--- src/rtl/upbus_pkg.sv ---
package upbus_pkg;

  typedef struct packed {
    logic cs_n;
    logic rdds_n;
    logic wrdir;
    logic ale;
  } bus_ctl_t;

  localparam bus_ctl_t CTL_IDLE = '{cs_n: 1'b1, rdds_n: 1'b1, wrdir: 1'b1, ale: 1'b1};

  // read condition for either strobe convention
  function automatic logic is_read(bus_ctl_t c, logic moto);
    if (moto) return !c.cs_n && !c.rdds_n && c.wrdir;
    return !c.cs_n && !c.rdds_n;
  endfunction

  // write condition for either strobe convention
  function automatic logic is_write(bus_ctl_t c, logic moto);
    if (moto) return !c.cs_n && !c.rdds_n && !c.wrdir;
    return !c.cs_n && !c.wrdir;
  endfunction

endpackage

--- src/rtl/upbus_sync.sv ---
module upbus_sync #(
  parameter int W = 1,
  parameter int STAGES = 2,
  parameter logic [W-1:0] RST_VAL = '0
) (
  input  logic         clk,
  input  logic         rst_n,
  input  logic [W-1:0] d,
  output logic [W-1:0] q
);
  logic [W-1:0] chain [STAGES];

  always_ff @(posedge clk or negedge rst_n) begin
    if (!rst_n) begin
      for (int i = 0; i < STAGES; i++) chain[i] <= RST_VAL;
    end else begin
      chain[0] <= d;
      for (int i = 1; i < STAGES; i++) chain[i] <= chain[i-1];
    end
  end

  assign q = chain[STAGES-1];
endmodule

--- src/rtl/upbus_addr_sel.sv ---
module upbus_addr_sel #(
  parameter int ADDR_W = 8
) (
  input  logic              clk,
  input  logic              rst_n,
  input  logic              mux_mode,
  input  logic              ale_s,
  input  logic [ADDR_W-1:0] addr_s,
  output logic [ADDR_W-1:0] latch_q,
  output logic [ADDR_W-1:0] eff_addr
);
  // follows the address while ALE is high, freezes on its fall
  always_ff @(posedge clk or negedge rst_n) begin
    if (!rst_n)     latch_q <= '0;
    else if (ale_s) latch_q <= addr_s;
  end

  assign eff_addr = mux_mode ? latch_q : addr_s;
endmodule

--- src/rtl/upbus_access.sv ---
module upbus_access #(
  parameter int ADDR_W = 8,
  parameter int DATA_W = 8
) (
  input  logic              clk,
  input  logic              rst_n,
  input  logic              rd_act,
  input  logic              wr_act,
  input  logic [ADDR_W-1:0] eff_addr,
  input  logic [DATA_W-1:0] wdata_s,
  input  logic [DATA_W-1:0] reg_rdata,
  output logic [ADDR_W-1:0] reg_addr,
  output logic [DATA_W-1:0] reg_wdata,
  output logic              reg_we,
  output logic              reg_re,
  output logic [DATA_W-1:0] dout,
  output logic              oe,
  output logic              rd_start,
  output logic              wr_end
);
  logic rd_q, wr_q;

  assign rd_start = rd_act & ~rd_q;
  assign wr_end   = wr_q & ~wr_act;

  always_ff @(posedge clk or negedge rst_n) begin
    if (!rst_n) begin
      rd_q      <= 1'b0;
      wr_q      <= 1'b0;
      reg_we    <= 1'b0;
      reg_re    <= 1'b0;
      reg_addr  <= '0;
      reg_wdata <= '0;
      dout      <= '0;
      oe        <= 1'b0;
    end else begin
      rd_q   <= rd_act;
      wr_q   <= wr_act;
      reg_we <= wr_end;
      reg_re <= rd_start;
      oe     <= rd_act;
      if (rd_start || wr_act) reg_addr <= eff_addr;
      if (wr_act) reg_wdata <= wdata_s;
      if (reg_re) dout <= reg_rdata;
    end
  end
endmodule

--- src/rtl/upbus_slave.sv ---
module upbus_slave #(
  parameter int ADDR_W = 8,
  parameter int DATA_W = 8,
  parameter int SYNC_STAGES = 2
) (
  input  logic              clk,
  input  logic              rst_n,
  input  logic              mode_moto_i,
  input  logic              mode_mux_i,
  input  logic              bus_cs_n,
  input  logic              bus_rdds_n,
  input  logic              bus_wrdir,
  input  logic              bus_ale,
  input  logic [ADDR_W-1:0] bus_addr,
  input  logic [DATA_W-1:0] bus_data_in,
  output logic [DATA_W-1:0] bus_data_out,
  output logic              bus_data_oe,
  output logic [ADDR_W-1:0] reg_addr,
  output logic [DATA_W-1:0] reg_wdata,
  output logic              reg_we,
  output logic              reg_re,
  input  logic [DATA_W-1:0] reg_rdata
);
  import upbus_pkg::*;

  localparam int CTL_W = $bits(bus_ctl_t);

  // mode capture: follows the inputs until the first clock after reset
  logic running;
  logic moto_q, mux_q;

  always_ff @(posedge clk or negedge rst_n) begin
    if (!rst_n) running <= 1'b0;
    else        running <= 1'b1;
  end

  always_ff @(posedge clk) begin
    if (!running) begin
      moto_q <= mode_moto_i;
      mux_q  <= mode_mux_i;
    end
  end

  // synchronizers
  bus_ctl_t          ctl_raw, ctl_s;
  logic [CTL_W-1:0]  ctl_s_vec;
  logic [ADDR_W-1:0] addr_s;
  logic [DATA_W-1:0] data_s;

  assign ctl_raw = '{cs_n: bus_cs_n, rdds_n: bus_rdds_n, wrdir: bus_wrdir, ale: bus_ale};

  upbus_sync #(.W(CTL_W), .STAGES(SYNC_STAGES), .RST_VAL(CTL_IDLE)) u_sync_ctl (
    .clk(clk), .rst_n(rst_n), .d(ctl_raw), .q(ctl_s_vec));
  assign ctl_s = bus_ctl_t'(ctl_s_vec);

  upbus_sync #(.W(ADDR_W), .STAGES(SYNC_STAGES), .RST_VAL('0)) u_sync_addr (
    .clk(clk), .rst_n(rst_n), .d(bus_addr), .q(addr_s));

  upbus_sync #(.W(DATA_W), .STAGES(SYNC_STAGES), .RST_VAL('0)) u_sync_data (
    .clk(clk), .rst_n(rst_n), .d(bus_data_in), .q(data_s));

  // decode (named for the checker)
  logic rd_act, wr_act;
  assign rd_act = running && is_read(ctl_s, moto_q);
  assign wr_act = running && is_write(ctl_s, moto_q);

  logic [ADDR_W-1:0] latch_q, eff_addr;
  upbus_addr_sel #(.ADDR_W(ADDR_W)) u_addr (
    .clk(clk), .rst_n(rst_n), .mux_mode(mux_q), .ale_s(ctl_s.ale),
    .addr_s(addr_s), .latch_q(latch_q), .eff_addr(eff_addr));

  logic rd_start, wr_end;
  upbus_access #(.ADDR_W(ADDR_W), .DATA_W(DATA_W)) u_acc (
    .clk(clk), .rst_n(rst_n), .rd_act(rd_act), .wr_act(wr_act),
    .eff_addr(eff_addr), .wdata_s(data_s), .reg_rdata(reg_rdata),
    .reg_addr(reg_addr), .reg_wdata(reg_wdata), .reg_we(reg_we), .reg_re(reg_re),
    .dout(bus_data_out), .oe(bus_data_oe), .rd_start(rd_start), .wr_end(wr_end));
endmodule

--- config.mk ---
export PLATFORM = sky130hd
export DESIGN_NAME = upbus_slave
export DESIGN_NICKNAME = d
export VERILOG_FILES = /design/src/rtl/upbus_pkg.sv /design/src/rtl/upbus_sync.sv /design/src/rtl/upbus_addr_sel.sv /design/src/rtl/upbus_access.sv /design/src/rtl/upbus_slave.sv
export SDC_FILE = /design/constraint.sdc
export NUM_CORES = 1
export LEC_CHECK = 0
export BUFFER_PORTS_ARGS = -buffer_cell sky130_fd_sc_hd__clkbuf_2
export CORE_MARGIN = 4
export CORE_UTILIZATION = 40
export DETAILED_ROUTE_END_ITERATION = 8
export PLACE_DENSITY = 0.61
export SLEW_MARGIN = 20
export SYNTH_ARGS = -nofsm -noshare
export SYNTH_HDL_FRONTEND = slang
export SYNTH_SLANG_ARGS = --single-unit
--- constraint.sdc ---
create_clock -name clk -period 1.8 [get_ports clk]
set_input_delay 0.54 -clock clk [delete_from_list [all_inputs] [get_ports clk]]
set_output_delay 0.54 -clock clk [all_outputs]
set_load 0.01 [all_outputs]
==> results of run 1 <==
==> registers in the layout, summed over array words and instances, names as in the netlist, 4 cells and up <==
register and flops:
u_sync_data.chain 8, u_acc.reg_wdata 8, u_sync_addr.chain 8, u_acc.dout 8, u_addr.latch_q 8, u_sync_ctl.q 4, u_sync_data.q 8, u_acc.reg_addr 8
u_sync_addr.q 8, u_sync_ctl.chain 4
==> layout by cell type, fill, tap and decap left out, drive strengths merged <==
master    instances
dfstp             8
nor4              1
nor3              1
nand2b            1
and2              1
clkinvlp          3
mux2             40
nor2              1
dfrtp            69
clkbuf           68
clkinv            2
a211o             1
buf               4
conb              1
edfxtp            2
a21oi             1
inv               2
o21ba             1
nor2b             1
==> logic make-up (layout without fill, tap and decap cells) <==
group | after synthesis | in the layout
AOI/OAI and AO/OA | 3 | 3
buffers and inverters | 7 | 79
DFF | 79 | 79
muxes | 40 | 40
other | 1 | 1
and+or+nand+nor | 6 | 6
==> layer usage <==
metal | track usage (%) | vias to the layer above | wire length (um)
li1 | - | 589 | -
met1 | 14.4 | 628 | 1730
met2 | 18.6 | 38 | 2080
met3 | 3.17 | 9 | 254
met4 | 7.42 | 0 | 91
met5 | 0 | - | 0
==> power by group <==
| group | internal (W) | total, W | switching, W |
|---|---|---|---|
| clock network | 0.000571 | 0.00118 | 0.000614 |
| logic | 0.000288 | 0.000498 | 0.000210 |
| registers | 0.00198 | 0.00209 | 0.000108 |
| total | 0.00284 | 0.00377 | 0.000931 |
==> through the flow <==
stage                     hold slack, ns  instance area, sq um  power (W)  setup WS [ns]  cells
final                              0.111                  3190    0.00377          0.180    285
after global routing               0.128                  3190    0.00395         0.0839    285
after CTS                          0.111                  3190    0.00383          0.148    285
after detailed placement           0.335                  3010    0.00264          0.259    269
after global placement             0.332                  3010    0.00261          0.301    269
after floorplan                    0.244                  2620    0.00238          0.474    136
==> layout make-up <==
type	count	area share, %
Multi-Input combinational cell	50	18.1
Sequential cell	79	62.6
Tap cell	77	3.02
Clock buffer	11	4.75
Timing Repair Buffer	61	10.3
Clock inverter	5	1.02
Inverter	2	0.235
==> worst paths after layout <==
path,startpoint,end,slack (ns),cells past startpoint
worst max-delay path,u_acc.reg_re$_DFF_PN0_,reg_re,0.18,1
worst min-delay path,rst_n,u_sync_data.chain[15]$_DFF_PN0_,0.11,1
worst max register to register,u_sync_ctl.q[3]$_DFF_PN1_,u_acc.reg_addr[5]$_DFFE_PN0P_,0.27,3
worst min register to register,u_sync_data.chain[8]$_DFF_PN0_,u_sync_data.q[0]$_DFF_PN0_,0.35,0
max in group asynchronous,rst_n,u_sync_ctl.q[3]$_DFF_PN1_,1.09,2
min in group clk,bus_wrdir,u_sync_ctl.chain[5]$_DFF_PN1_,0.28,1
==> qor.txt, run 1 <==
Die area: 7900 sq um
Post-DP HPWL: 2910 um
Starting Density: 41.2%
Synth top area share: 66.0%
Synth cell types: 20
GPL Wtd Cong: 0.654
Primary FF master, synth: dfrtp_1
CP peak stage delay: 0.54 ns
Antenna violations before repair: 0
Final hold violations: 0
Worst-path clk slew: 0.08 ns
Sequential share of the synthesized area: 76.3%
Hold Crit Class: in2async
CP required: 1.26 ns
Clk_lat worst skew: 0.34 ns
DRC: 0
Pleak: 1.54 nW
Final setup vio count: 0
# resized after CTS: 0
Register bit total from synthesis: 79
DRT iter0 DRCs: 63
CTS Buffer Depth: 2
Detail Route Antenna Nets: 0
Synthesized cell area: 2620 sq um
Core box area: 6350 sq um
Cell chain of the critical path: clkbuf_2
Detail-routed net length per standard cell: 14.6 um
Multi-input gate area: 577 sq um
Final Skew: 0.0116 ns
# Post-CTS Setup Buffers: 0
Number of global-route vias before repair: 1449
H-tree Lvls: 3
Max_cap viols: 0
Pin count of the biggest net entering global routing: 36
Final Max Slew Viols: 0
Root Buffer: clkbuf_8
Synth top area cells: dfrtp_1 66%, mux2_2 10%, mux2_4 8.6%
Post-synthesis xor/xnor area fraction: 0%
CTS Buf Count: 9
Most common cell in the netlist: dfrtp_1
Worst setup EP type: output port
Drt pass-1 iters: 2
Vias: 1264
I/O pin count: 59
CP Buf/Inv Count: 1
Avg Cell Area, Syn: 19.2 sq um
Die Width: 88.9 um
Die Span Y: 88.9 um
Tcrit/Tclk final: 90.0%
Synth cell count leaders: 69 x dfrtp_1, 24 x mux2_2, 15 x mux2_4
Slowest stage cell, crit path: dfrtp_1
Area grow syn2layout: 21.9%
Register area: 2000 sq um
Ys async rst share: 97.5%
Setup_tns: 0 ns
Startpoint types: flip-flop
CTS tree: done
Syn Inst Count: 136
Clk sinks: 79
CP arrival: 1.08 ns
Fin crit period: 1.62 ns
RSZ-0062 raised after global routing: no
FMAX: 617 MHz
Share of cells above drive strength 1: 60.6%
First-pass GRT wire length: 6800 um
CP top delay family: flip-flops
Final wirelength: 4160 um
Post-synthesis mux area share: 19.4%
Crit path kind: reg2out
Ys Warns: 0
Post-Synth Adder-Cell Area: 0%
Syn Nets: 168
GRT Total Usage: 11.8%
Final Util: 50.2%
Synth Area in Simple Gates: 1.63%
Post-synthesis compound-gate area fraction: 0.909%
Pwr/cell area: 1180 nW/um^2
Post-synth EDFFs: 2
Largest family of logic cells by synthesized area: multiplexers
Grt ovf: 0
Peak VDD IR: 478 uV
ANT cells: 0
Vias/cell: 4.44
I/O Buffers: 58
CTS Hold Bufs: 0
CP max FO: 9
Layout fillers: 536
Site Rows: 29
Fin nets: 235
Status: finished clean
Largest area contributor in the netlist: dfrtp_1
No activity file was read; power rests on OpenSTA's default activity.
==> run 2: changes to the inputs <==
- CORE_ASPECT_RATIO: default -> 1.75
- CORE_UTILIZATION: 40 -> 52
- PLACE_DENSITY: 0.61 -> 0.76
==> run 2 against run 1 <==
Compared with the run above: worst hold slack worse by 0.033 ns; register-to-register slack better by 0.10 ns; global-route usage is 4.7 points higher; count of clock-buffer cells in the layout stayed put; critical path type unchanged.
==> qor.txt, run 2 (synthesis results as in run 1) <==
Setup_tns: 0 ns (unchanged)
Pleak: 1.57 nW (+1.8%)
Antenna violations before repair: 0 (unchanged)
GPL Wtd Cong: 0.693 (+6.0%)
Final Skew: 0.00576 ns (-0.00588 ns)
Die Span Y: 102 um (+15%)
Commonest non-fill, non-tap cell in the layout: dfrtp_1
Post-DP HPWL: 3210 um (+10%)
# resized after CTS: 0 (unchanged)
Die Width: 61.6 um (-31%)
H-tree Lvls: 3 (unchanged)
CTS tree: done
Number of global-route vias before repair: 1576 (+8.8%)
Final hold violations: 0 (unchanged)
CP top delay family: flip-flops
DRC: 0 (unchanged)
Fin nets: 236 (+0.43%)
Final Max Slew Viols: 0 (unchanged)
Cell chain of the critical path: clkbuf_2
P_int: 0.00308 W (+8.4%)
Vias: 1311 (+3.7%)
Reg power frac: 52.8% (-2.6 points)
Clk sinks: 79 (unchanged)
Most frequent cells in the layout: 69 x dfrtp_1, 57 x clkbuf_2, 24 x mux2_2
GR Util met2: 27.0% (+8.3 points)
Pin count of the biggest net entering global routing: 40 (+11%)
CP max FO: 9 (unchanged)
# Post-CTS Setup Buffers: 0 (unchanged)
CP required: 1.26 ns (about the same)
I/O pin count: 59 (unchanged)
CP arrival: 1.09 ns (about the same)
Hold slack final: 0.0782 ns (-0.0332 ns)
CTS Buf Count: 9 (unchanged)
First-pass GRT wire length: 7250 um (+6.6%)
Site Rows: 33 (+14%)
Final Util: 66.7% (+16 points)
Die area: 6280 sq um (-21%)
Pwr/cell area: 1250 nW/um^2 (+5.3%)
Worst-path clk slew: 0.07 ns (about the same)
DRT iter0 DRCs: 37 (-41%)
CTS Hold Bufs: 0 (unchanged)
Fin crit period: 1.63 ns (+0.0127 ns)
Drt pass-1 iters: 4 (+2)
Core box area: 4790 sq um (-25%)
GRT Total Usage: 16.5% (+4.7 points)
Root Buffer: clkbuf_8
Worst setup EP type: output port
Met3 GRT Util: 4.30% (+1.1 points)
Final setup vio count: 0 (unchanged)
R2r startpoint: u_sync_ctl.q[1]$_DFF_PN1_
Switching share of power: 22.6% (-2.1 points)
Grt ovf: 0 (unchanged)
Max_cap viols: 0 (unchanged)
Detail-routed net length per standard cell: 17.0 um (+16%)
CP Buf/Inv Count: 1 (unchanged)
RSZ-0062 raised after global routing: no
CP peak stage delay: 0.56 ns (+0.02 ns)
M1 GR Usage: 17.8% (+3.4 points)
Net switching power: 0.000898 W (-3.5%)
Crit path kind: reg2out
Peak VDD IR: 974 uV (+100%)
Startpoint types: flip-flop
Clock power frac: 34.7% (+3.3 points)
Final wirelength: 4420 um (+6.2%)
Reg-to-reg slack, setup: 0.37 ns (+0.10 ns)
I/O Buffers: 58 (unchanged)
ANT cells: 0 (unchanged)
Status: finished clean
CTS Buffer Depth: 2 (unchanged)
FMAX: 613 MHz (-0.78%)
Tcrit/Tclk final: 90.7% (+0.71 points)
CP startpoint: u_acc.reg_re$_DFF_PN0_
Hold Crit Class: in2async
Clk_lat worst skew: 0.33 ns (about the same)
Busiest grt layer: met2
Comb power frac: 12.6% (-0.6 points)
Vias/cell: 5.04 (+14%)
Starting Density: 54.6% (+13 points)
Detail Route Antenna Nets: 0 (unchanged)
Share of cells above drive strength 1: 60.1% (-0.48 points)
Area grow syn2layout: 22.0%
Slowest stage cell, crit path: dfrtp_1
[run 2: cell count changes in the layout (fill, tap and decap cells not counted)]
cell | previous run | this run
buf_4 | 3 | 4
clkbuf_8 | 11 | 10
bufinv_16 | 0 | 2
clkbuf_1 | 0 | 1
clkinvlp_4 | 3 | 0
[run 2: power groups by stage]
stage	sequential, W	clock [W]	combinational, W
5_1_grt	0.00212	0.00150	0.000547
6_report	0.00210	0.00138	0.000500
2_1_floorplan	0.00216	0	0.000222
4_1_cts	0.00211	0.00142	0.000514
3_5_place_dp	0.00213	0	0.000512
3_3_place_gp	0.00212	0	0.000495
[run 2: worst paths after layout]
check	to	depth (start not counted)
max	reg_re	1
min	u_acc.reg_we$_DFF_PN0_	1
max reg2reg	u_acc.reg_addr[5]$_DFFE_PN0P_	4
min reg2reg	u_sync_addr.q[2]$_DFF_PN0_	0
max in group asynchronous	u_sync_ctl.q[3]$_DFF_PN1_	2
min in group clk	u_sync_ctl.chain[4]$_DFF_PN1_	1
[run 2: per-layer routing]
| layer | part of all wire, % | routed length [um] |
|---|---|---|
| met1 | 36 | 1570 |
| met3 | 5.1 | 224 |
| met2 | 55 | 2440 |
| met4 | 3.9 | 174 |
| met5 | 0 | 0 |
[run 2: worst register-to-register path, cell delays in order (launching register included)]
cell and delay (ns):
dfstp_2 0.56, a21oi_1 0.07, o21ba_1 0.20, buf_4 0.19, mux2_1 0.31
[run 2: final cells by class]
| type | instances | area, sq um |
|---|---|---|
| repair buffers | 62 | 335 |
| flip-flops and latches | 79 | 2000 |
| multi-input cells | 50 | 577 |
| inverters | 2 | 7.51 |
| clock buffers | 11 | 141 |
| well taps | 52 | 65.1 |
| clock inverters | 4 | 70.1 |
| fillers | 342 | 1600 |
[run 2: stage by stage]
step           setup WS (ns)  power, W  area [sq um]  instances
2_1_floorplan          0.474   0.00238          2620        136
5_1_grt               0.0865   0.00417          3190        260
4_1_cts                0.125   0.00404          3190        260
3_3_place_gp           0.427   0.00261          2980        245
6_report               0.167   0.00398          3190        260
3_5_place_dp           0.390   0.00265          2980        245
==> run 3: changes to the inputs <==
==> constraint.sdc (replaced) <==
create_clock -name clk -period 1.8 [get_ports clk]
set_input_delay 0.09 -clock clk [delete_from_list [all_inputs] [get_ports clk]]
set_output_delay 0.09 -clock clk [all_outputs]
set_load 0.01 [all_outputs]
==> run 3 against run 2 <==
Compared with the run above: wire length rose by 7.6%; sequential power barely moved; register-to-register slack barely moved; combinational power rose by 11%; die area did not move; design area rose by 7.9%; core utilization rose by 5.3 points.
==> qor.txt, run 3 (synthesis results as in run 1) <==
Status: finished clean
Layout fillers: 293 (-14%)
H-tree Lvls: 3 (unchanged)
# resized after CTS: 0 (unchanged)
Die Span Y: 102 um (unchanged)
Site Rows: 33 (unchanged)
Antenna violations before repair: 0 (unchanged)
Final Max Slew Viols: 0 (unchanged)
Multi-input gate area: 577 sq um (unchanged)
Switching share of power: 24.1% (+1.5 points)
GRT Total Usage: 17.6% (+1.1 points)
Final wirelength: 4750 um (+7.6%)
Root Buffer: clkbuf_8
Fin crit period: 1.43 ns (-0.202 ns)
P_int: 0.00286 W (-7.3%)
Max_cap viols: 0 (unchanged)
Commonest non-fill, non-tap cell in the layout: dfrtp_1
Pwr/cell area: 1090 nW/um^2 (-12%)
Detail Route Antenna Nets: 0 (unchanged)
Overall Power: 0.00376 W (-5.4%)
I/O pin count: 59 (unchanged)
Worst-path clk slew: 0.07 ns (about the same)
Die Width: 61.6 um (unchanged)
Crit path kind: reg2reg
# Post-CTS Setup Buffers: 0 (unchanged)
Final setup vio count: 0 (unchanged)
Comb power frac: 14.8% (+2.2 points)
Number of global-route vias before repair: 1623 (+3.0%)
Starting Density: 54.6% (unchanged)
Pleak: 1.67 nW (+6.2%)
Cell chain of the critical path: nand2b_4 > a211o_1 > buf_4 > mux2_4
Most frequent cells in the layout: 69 x dfrtp_1, 57 x clkbuf_2, 31 x dlygate4sd3_1
FMAX: 699 MHz (+14%)
Final Util: 71.9% (+5.3 points)
GPL Wtd Cong: 0.694 (about the same)
CP arrival: 1.65 ns (+0.56 ns)
Detail-routed net length per standard cell: 16.3 um (-3.9%)
Post-DP HPWL: 3140 um (-2.1%)
CP max FO: 10 (+1)
Pin count of the biggest net entering global routing: 40 (unchanged)
Share of cells above drive strength 1: 50.6% (-9.5 points)
DRC: 0 (unchanged)
I/O Buffers: 58 (unchanged)
Vias/cell: 4.83 (-4.2%)
Grt ovf: 0 (unchanged)
DRT iter0 DRCs: 24 (-35%)
Fin nets: 266 (+13%)
Clock power frac: 29.4% (-5.3 points)
Final Skew: 0.00782 ns (+0.00205 ns)
RSZ-0062 raised after global routing: no
Final hold violations: 0 (unchanged)
Vias: 1406 (+7.2%)
CTS Buffer Depth: 2 (unchanged)
Register area: 2000 sq um (unchanged)
Clk_lat worst skew: 0.34 ns (about the same)
Worst setup EP type: flip-flop
Area grow syn2layout: 31.7%
CTS tree: done
Hold Crit Class: in2async
First-pass GRT wire length: 7750 um (+6.9%)
Setup_tns: 0 ns (unchanged)
Drt pass-1 iters: 4 (unchanged)
ANT cells: 0 (unchanged)
Die area: 6280 sq um (unchanged)
Reg power frac: 55.8% (+3.0 points)
Core box area: 4790 sq um (unchanged)
Clk sinks: 79 (unchanged)
Slowest stage cell, crit path: dfstp_2
Startpoint types: flip-flop
CTS Buf Count: 9 (unchanged)
CP peak stage delay: 0.53 ns (-0.03 ns)
Tcrit/Tclk final: 79.5% (-11 points)
Peak VDD IR: 919 uV (-5.6%)
Net switching power: 0.000907 W (+1.0%)
CP required: 2.02 ns (+0.76 ns)
run 3: final cells by class:
cell class	count	share of cell area, %
flip-flops and latches	79	58.0
clock buffers	15	4.54
repair buffers	92	18.5
well taps	52	1.89
multi-input cells	50	16.7
inverters	2	0.218
clock inverters	1	0.145
run 3: critical path, delay by kind of cell (launching register included):
family          cells  cell delay (ns)
compound gates      1             0.12
buf+inv             1             0.21
flops               1             0.53
simple gates        1             0.13
mux                 1             0.32
run 3: per-stage QoR:
stage                     cell area, sq um  setup slack (ns)  instances  hold WS [ns]
after floorplan                       2620             0.474        136        -0.206
after global placement                2970             0.428        244        0.0645
after detailed placement              2970             0.372        244        0.0751
after CTS                             3450             0.355        291         0.282
after global routing                  3450             0.325        291         0.291
final                                 3450             0.369        291         0.263
run 3: worst paths after layout:
kind                                                 start                        endpoint  slack [ns]  depth (start not counted)
max                              u_sync_ctl.q[3]$_DFF_PN1_  u_acc.reg_wdata[3]$_DFFE_PN0P_        0.37                          4
min in group clk           u_sync_addr.chain[10]$_DFF_PN0_      u_sync_addr.q[2]$_DFF_PN0_        0.35                          0
max reg2reg                      u_sync_ctl.q[3]$_DFF_PN1_  u_acc.reg_wdata[3]$_DFFE_PN0P_        0.37                          4
min reg2reg                u_sync_addr.chain[10]$_DFF_PN0_      u_sync_addr.q[2]$_DFF_PN0_        0.35                          0
min                                                  rst_n      u_sync_data.q[5]$_DFF_PN0_        0.26                          2
max in group asynchronous                            rst_n   u_sync_ctl.chain[4]$_DFF_PN1_        0.91                          3
run 3: metal layers:
metal	track usage [%]	vias up	share of wire [%]
met4	6.86	0	1.8
li1	-	649	-
met2	30.8	39	57
met1	18.7	707	36
met3	6.19	11	5.5
met5	0	-	0
run 3: power by group through the flow:
| stage | registers [W] | clock network, W | logic [W] |
|---|---|---|---|
| final | 0.00210 | 0.00111 | 0.000556 |
| after global routing | 0.00212 | 0.00121 | 0.000605 |
| after CTS | 0.00210 | 0.00112 | 0.000565 |
| after detailed placement | 0.00213 | 0 | 0.000510 |
| after global placement | 0.00212 | 0 | 0.000494 |
| after floorplan | 0.00216 | 0 | 0.000222 |
run 3: what timing repair did:
action / CTS / global route
setup endpoints to repair: 0 / 0
endpoints found under the hold margin: 62 / 0
hold buffers: 31 / 0
